File: src/rtl/irqsel_pkg.sv
// Package: shared privilege encoding for the interrupt selector.
// Assumes the two-bit privilege code is compared numerically; code 2 is unused.
package irqsel_pkg;

    typedef enum logic [1:0] {
        PRV_USER  = 2'd0,
        PRV_SUPER = 2'd1,
        PRV_RSVD  = 2'd2,
        PRV_MACH  = 2'd3
    } priv_e;

endpackage

File: src/rtl/irqsel_gate.sv
// Module: irqsel_gate
// Forms the eligible interrupt set from candidates, delegation and the
// per-level enables. Purely combinational. Assumes priv is numerically ordered.
module irqsel_gate
    import irqsel_pkg::*;
#(
    parameter int XLEN = 64
) (
    input  logic [XLEN-1:0] pend,
    input  logic [XLEN-1:0] enab,
    input  logic [XLEN-1:0] deleg,
    input  priv_e           priv,
    input  logic            m_gie,
    input  logic            s_gie,
    output logic [XLEN-1:0] elig
);

    logic            m_open;
    logic            s_open;
    logic [XLEN-1:0] cand;

    // Level gates: lower privilege is always open, equal privilege needs the global bit.
    always_comb begin
        m_open = (priv < PRV_MACH)  || ((priv == PRV_MACH)  && m_gie);
        s_open = (priv < PRV_SUPER) || ((priv == PRV_SUPER) && s_gie);
    end

    // Route each candidate through the gate its delegation bit selects.
    always_comb begin
        cand = pend & enab;
        elig = (cand & ~deleg & {XLEN{m_open}}) |
               (cand &  deleg & {XLEN{s_open}});
    end

endmodule

File: src/rtl/irqsel_lsb.sv
// Module: irqsel_lsb
// Priority encoder: reports the position of the least-significant set bit.
// Index is zero when no bit is set. Combinational.
module irqsel_lsb #(
    parameter int W  = 64,
    parameter int IW = $clog2(W)
) (
    input  logic [W-1:0]  vec,
    output logic          found,
    output logic [IW-1:0] idx
);

    // Scan from the top down so the lowest set bit is written last and wins.
    always_comb begin
        found = |vec;
        idx   = '0;
        for (int i = W - 1; i >= 0; i--) begin
            if (vec[i]) idx = IW'(i);
        end
    end

endmodule

File: src/rtl/irqsel_top.sv
// Module: irqsel_top
// Selects the local interrupt a hart should take. Inputs are registered,
// gated by delegation and privilege, priority-encoded (lowest cause first)
// and the result registered. Latency: captured at edge N, visible after N+1.
// Assumes a synchronous active-low reset and XLEN >= 2.
module irqsel_top
    import irqsel_pkg::*;
#(
    parameter int XLEN = 64,
    localparam int IDXW = $clog2(XLEN)
) (
    input  logic            clk,
    input  logic            rst_n,
    input  logic [XLEN-1:0] pend,
    input  logic [XLEN-1:0] enab,
    input  logic [XLEN-1:0] deleg,
    input  logic [1:0]      priv,
    input  logic            m_gie,
    input  logic            s_gie,
    output logic            irq_valid,
    output logic [IDXW-1:0] irq_index
);

    logic [XLEN-1:0] pend_q;
    logic [XLEN-1:0] enab_q;
    logic [XLEN-1:0] deleg_q;
    priv_e           priv_q;
    logic            m_gie_q;
    logic            s_gie_q;
    logic [XLEN-1:0] elig;
    logic            hit;
    logic [IDXW-1:0] hit_idx;

    // Input stage: capture the sampled state.
    always_ff @(posedge clk) begin
        if (!rst_n) begin
            pend_q  <= '0;
            enab_q  <= '0;
            deleg_q <= '0;
            priv_q  <= PRV_USER;
            m_gie_q <= 1'b0;
            s_gie_q <= 1'b0;
        end else begin
            pend_q  <= pend;
            enab_q  <= enab;
            deleg_q <= deleg;
            priv_q  <= priv_e'(priv);
            m_gie_q <= m_gie;
            s_gie_q <= s_gie;
        end
    end

    irqsel_gate #(.XLEN(XLEN)) u_gate (
        .pend  (pend_q),
        .enab  (enab_q),
        .deleg (deleg_q),
        .priv  (priv_q),
        .m_gie (m_gie_q),
        .s_gie (s_gie_q),
        .elig  (elig)
    );

    irqsel_lsb #(.W(XLEN), .IW(IDXW)) u_lsb (
        .vec   (elig),
        .found (hit),
        .idx   (hit_idx)
    );

    // Output stage: register the selection.
    always_ff @(posedge clk) begin
        if (!rst_n) begin
            irq_valid <= 1'b0;
            irq_index <= '0;
        end else begin
            irq_valid <= hit;
            irq_index <= hit_idx;
        end
    end

endmodule

File: config.mk
export PLATFORM = sky130hd
export DESIGN_NAME = irqsel_top
export DESIGN_NICKNAME = d
export VERILOG_FILES = /design/src/rtl/irqsel_pkg.sv /design/src/rtl/irqsel_gate.sv /design/src/rtl/irqsel_lsb.sv /design/src/rtl/irqsel_top.sv
export SDC_FILE = /design/constraint.sdc
export NUM_CORES = 1
export LEC_CHECK = 0
export BUFFER_PORTS_ARGS = -buffer_cell sky130_fd_sc_hd__buf_2
export CORE_UTILIZATION = 55
export CTS_CLUSTER_DIAMETER = 60
export DETAILED_ROUTE_END_ITERATION = 10
export PLACE_DENSITY = 0.91
export SLEW_MARGIN = 0
export SYNTH_ARGS = -nofsm -noshare
export SYNTH_HDL_FRONTEND = slang
export SYNTH_HIERARCHICAL = 1
export SYNTH_SLANG_ARGS = --single-unit
export TNS_END_PERCENT = 20
File: constraint.sdc
create_clock -name clk -period 6.2 [get_ports clk]
set_clock_uncertainty 0.1 [all_clocks]
set_input_delay 0.93 -clock clk [delete_from_list [all_inputs] [get_ports clk]]
set_output_delay 0.93 -clock clk [all_outputs]
set_load 0.05 [all_outputs]
# == After elaboration in Yosys (flattened, before gate mapping) ==
# Index checks and enable logic that the tools add are counted.
# totals
register_bits,203
inputBits,198
out_inout_bits,7
word_cells,99
# classes
order_cmp,2
eq_ne,2
muxes,63
n_bitwise,8
reduce_logical,11
# ops
op,n
64-bit AND,5
6-bit two-way mux,32
5-bit two-way mux,16
64-bit NOT,1
64-bit bitwise OR,1
64-bit OR reduction,1
33-bit OR reduction,1
4-bit two-way mux,8
17-bit OR reduction,1
3-bit two-way mux,4
9-bit OR reduction,1
5-bit OR reduction,1
2-bit two-way mux,2
3-bit OR reduction,1
"2-bit by 1-bit equality test with 1-bit output, second input constant",1
"2-bit equality test, second input constant",1
1-bit logical AND,2
1-bit logical OR,2
"2-bit by 1-bit < comparator with 1-bit output, second input constant",1
"2-bit < comparator, second input constant",1
2-bit OR reduction,1
1-bit two-way mux,1
1-bit NOT,1

# == Logic depth before layout (Yosys ltp) ==
# logic_depth
ltp_word,68
ltp_mapped,10
depth_no_buf,8

# == Modules after synthesis ==
# The synthesis kept the hierarchy.
# by_module_without_submodules
mod,instances,cells_each,area_each_um2
irqsel_top,1,428,5562.8
irqsel_gate,1,215,2023.2
irqsel_lsb,1,145,887.1

# == Worst setup path before layout ==
# No wires, ideal clock.
# synth_timing
kind,register to register
startpoint,register m_gie_q
endpoint,register irq_valid
setup_time_ns,0.115
arrival_time_ns,2.142
required_time_ns,5.985
slack_ns,3.843
path_stages_with_launch,11
n_path_buf,2
synth_period_minus_slack_ns,2.357
path_cell_list,dfxtp_1 and3b_1 buf_4 buf_6 o32ai_2 or4_4 nor4b_4 nand3_2 nor2_2 nand3b_1 and2_1
# synth_between
elab_chain_cells,5
# synth_rtl
element,line,text
start: declaration,irqsel_top.sv:28,logic m_gie_q;
start signal: assignment,irqsel_top.sv:48,m_gie_q <= m_gie;
1-bit logical AND,irqsel_gate.sv:24,m_open = (priv < PRV_MACH) || ((priv == PRV_MACH) && m_gie);
1-bit logical OR,irqsel_gate.sv:24,
64-bit AND,irqsel_gate.sv:31,elig = (cand & ~deleg & {XLEN{m_open}}) |
64-bit bitwise OR,irqsel_gate.sv:31,
via elig[63],irqsel_top.sv:30,logic [XLEN-1:0] elig;
64-bit OR reduction,irqsel_lsb.sv:15,found = |vec;
via hit,irqsel_top.sv:31,logic hit;
end signal: assignment,irqsel_top.sv:75,irq_valid <= hit;
end: declaration,irqsel_top.sv:20,"output logic irq_valid,"
# The timed path passes the listed nets, and every way through them passes these cells.
# A chain may end at the register's enable or synchronous reset.

# == Worst setup path after layout ==
# layout_timing
startpoint,register priv_q[0]
endpoint,register irq_index[2]
# layout_rtl
element,line,text
start: declaration,irqsel_top.sv:27,priv_e priv_q;
start signal: assignment,irqsel_top.sv:47,priv_q <= priv_e'(priv);
2-bit equality test or 2-bit by 1-bit equality test with 1-bit output (tied branches),"irqsel_gate.sv:24, irqsel_gate.sv:25",
1-bit logical AND (on tied branches),"irqsel_gate.sv:24, irqsel_gate.sv:25",
1-bit logical OR (on tied branches),"irqsel_gate.sv:24, irqsel_gate.sv:25",
64-bit AND (on tied branches),"irqsel_gate.sv:31, irqsel_gate.sv:32",
64-bit bitwise OR (*),irqsel_gate.sv:31,
via elig[39],irqsel_top.sv:30,
6-bit two-way mux (*) (8 in a row),irqsel_lsb.sv:18,if (vec[i]) idx = IW'(i);
5-bit two-way mux (*) (16 in a row),irqsel_lsb.sv:18,
4-bit two-way mux (*) (8 in a row),irqsel_lsb.sv:18,
3-bit two-way mux (*) (4 in a row),irqsel_lsb.sv:18,
end signal: assignment,irqsel_top.sv:76,irq_index <= hit_idx;
end: declaration,irqsel_top.sv:21,output logic [IDXW-1:0] irq_index
# The timed path passes the listed nets; every way through them passes the cells marked *.

==> run summary <==
internal reg-to-reg setup slack -> 2.76 ns
ANT cells -> 0
Iteration-0 DRC Markers -> 314
mux cell area share after synthesis -> 0%
largest family of logic cells by synthesized area -> simple AND/OR/NAND/NOR gates
Post-Synth Adder-Cell Area -> 0%
largest net degree at the start of global routing -> 178
WL/cell -> 15.0 um
share of cells above drive strength 1 -> 31.4%
Tcrit/Tclk final -> 55.4%
routed vias -> 6290
CTS resizes -> 0
post-synthesis compound-gate area fraction -> 15.7%
# fillers -> 1197
Worst-path clk slew -> 0.06 ns
worst-path maximum fanout -> 32
dominant synthesized flop cell -> dfxtp_1
post-route worst setup slack -> 2.76 ns
RePlAce Congestion -> 0.839
num rows -> 45
Net Count, Synth -> 986
CTS buffer count -> 21
reg-to-reg critical path startpoint -> priv_q[0]$_SDFF_PN0_
number of library cell types mapped by synthesis -> 48
grt total ovfl -> 0
FF-to-FF path depth -> 9
Multi-input gate area -> 3960 sq um
worst slack, placed -> 2.77 ns
All-Layer GR Usage -> 22.5%
Placed Cells -> 1142
final antenna-violating net count -> 0
final WL -> 17600 um
Core ar. -> 15100 sq um
FF/Latch Area -> 4070 sq um
Final Setup Violations -> 0
die area -> 15900 sq um
hold path depth -> 2
number of flops mapped to enable cells by yosys -> 0
status -> finished, final reports clean
first-pass GRT wire length -> 28900 um
Max VDD drop -> 208 uV
post-layout util -> 66.0%
Non-Filler Instances -> 1178
synthesized area per cell -> 10.8 sq um
DP HPWL -> 12600 um
xor/xnor share of the synthesized area -> 0%
Initial Utilization -> 55.9%
Final #Nets -> 1175
cts hold-fix bufs -> 0
min-delay src -> deleg[31]
CTS tree -> yes
Setup Fix Bufs, Post-CTS -> 0
Synth Instances -> 788
Yosys warning count -> 6
# IOs -> 205
minimum clock period -> 3.44 ns
sequential share of the synthesized area -> 48.0%
r2r endpoint -> irq_index[2]$_SDFF_PN0_
register bit count reported by yosys -> 203
Critical Path Start Type -> register
initial antenna violation count -> 0
post-synthesis async set-or-reset flop share -> 0%
Post-Synth Simple-Gate Area -> 30.9%
CTS root buffer -> clkbuf_16
die span in y -> 126 um
DRT Pass-1 Iters -> 6
# H-tree levels -> 1
vias in the first global route -> 6308
RSZ-0062 raised after global routing -> no
detail-routed via count per cell -> 5.34
setup TNS -> 0 ns
WP data required -> 6.48 ns
clock tree buffer depth -> 3
maximum clock frequency -> 291 MHz
DRC viols -> 0
Worst setup EP type -> register
Crit Path Class -> register to register
WP data arrival -> 3.71 ns
worst slew pin tran -> 1.18 ns
clk sinks -> 203
die width -> 126 um
Hold Path Sink -> deleg_q[31]$_SDFF_PN0_
Mapped Area -> 8470 sq um
count of final max-slew check failures -> 0
P_leak -> 0.00404 uW
Pwr per Cell Area -> 287 nW/um^2
Area growth syn-to-layout -> 17.9%
I/O Buffers -> 204
hold violation total from the final report -> 0
worst hold path type -> primary input to register
Max-Cap Viols -> 0
clock network latency to the later pin of the worst-skew pair -> 0.49 ns
worst rel slew slack -> 21.4%
-- cells by family (layout without fill, tap and decap cells) --
group,count (synthesis),count (layout)
AND/OR/NAND/NOR,421,421
flip-flops,203,203
AO/OA/AOI/OAI,111,111
buffers and inverters,53,255
-- cells in the mapped netlist (4+ instances only) --
cell,number,area (sq um)
dfxtp_1,203,4060
and2_1,204,1280
buf_2,10,50.1
nand3b_1,65,488
nand3_1,70,350
nand2_1,9,33.8
nor3_1,12,60.1
buf_6,32,360
o32ai_2,60,976
nor4_1,16,100
a21oi_1,10,50.1
o211ai_1,4,30.0
nor2_1,19,71.3
o21ai_0,6,30.0
o32ai_1,4,35.0
inv_1,10,37.5
nor2b_1,4,25.0
nand2b_1,4,25.0
-- flip-flops by register name (all words and copies together), names as in the netlist --
signal and cells:
deleg_q 64, enab_q 64, pend_q 64, irq_index 6, priv_q 2, irq_valid 1, m_gie_q 1, s_gie_q 1
-- final cells by class --
type                            instances  share of cell area (%)
Clock buffer                           29                    5.86
Sequential cell                       203                    40.7
Timing Repair Buffer                  209                    10.6
Clock inverter                          7                   0.451
Inverter                               10                   0.376
Multi-Input combinational cell        532                    39.6
Tap cell                              188                    2.35
-- worst max path at each step --
| stage | endpoint | slack (ns) | cells after the start | from |
|---|---|---|---|---|
| final | irq_index[2]$_SDFF_PN0_ | 2.76 | 9 | priv_q[0]$_SDFF_PN0_ |
| after floorplan | irq_valid$_SDFF_PN0_ | 3.84 | 10 | m_gie_q$_SDFF_PN0_ |
| after global routing | irq_index[2]$_SDFF_PN0_ | 2.54 | 9 | priv_q[0]$_SDFF_PN0_ |
| after detailed placement | irq_index[2]$_SDFF_PN0_ | 2.77 | 9 | priv_q[0]$_SDFF_PN0_ |
| after global placement | irq_index[2]$_SDFF_PN0_ | 2.91 | 9 | priv_q[0]$_SDFF_PN0_ |
| after CTS | irq_index[2]$_SDFF_PN0_ | 2.74 | 9 | priv_q[0]$_SDFF_PN0_ |
-- worst max-delay path: stages (launching register included) --
cell	delay [ns]
dfxtp_1	0.34
nor2b_4	0.84
buf_4	0.49
o32ai_2	0.16
or4_1	0.58
nor4_1	0.24
o211ai_1	0.17
o211ai_1	0.13
a21boi_1	0.08
and2_1	0.18
-- layout by cell type, fill, tap and decap left out, drive strengths merged, types with 4 or more instances in the layout --
cell type / synthesis / layout
nor2: 20 / 20
dfxtp: 203 / 203
clkbuf: 0 / 29
o21ai: 7 / 7
clkinvlp: 0 / 4
and2: 204 / 204
o32ai: 64 / 64
nand3: 71 / 71
a21oi: 10 / 10
o211ai: 4 / 4
nor2b: 6 / 6
nand3b: 65 / 65
nor3: 12 / 12
or4: 5 / 5
buf: 43 / 209
nand2: 9 / 9
nor4: 18 / 18
nand2b: 4 / 4
inv: 10 / 10
-- where the power goes --
group	switching [uW]	internal [uW]
combinational	160	149
sequential	35.6	1380
clock	481	660
-- metal layers --
layer	wire length [um]	GRT usage, %	vias up	part of all wire (%)
met5	0	0	-	0
met4	442	7.37	0	2.5
met3	1030	4.59	38	5.8
met2	8780	40.6	172	50
met1	7370	26.6	2888	42
li1	-	-	3192	-
-- per-stage QoR --
| step | total power, uW | hold WS, ns | instance area (sq um) |
|---|---|---|---|
| 2_1_floorplan | 1660 | 0.680 | 8470 |
| 3_3_place_gp | 1740 | 0.833 | 9360 |
| 3_5_place_dp | 1750 | 0.838 | 9360 |
| 4_1_cts | 2890 | 0.535 | 9990 |
| 5_1_grt | 2990 | 0.530 | 9990 |
| 6_report | 2870 | 0.542 | 9990 |
Note: power is estimated with default switching activity, not from simulation.
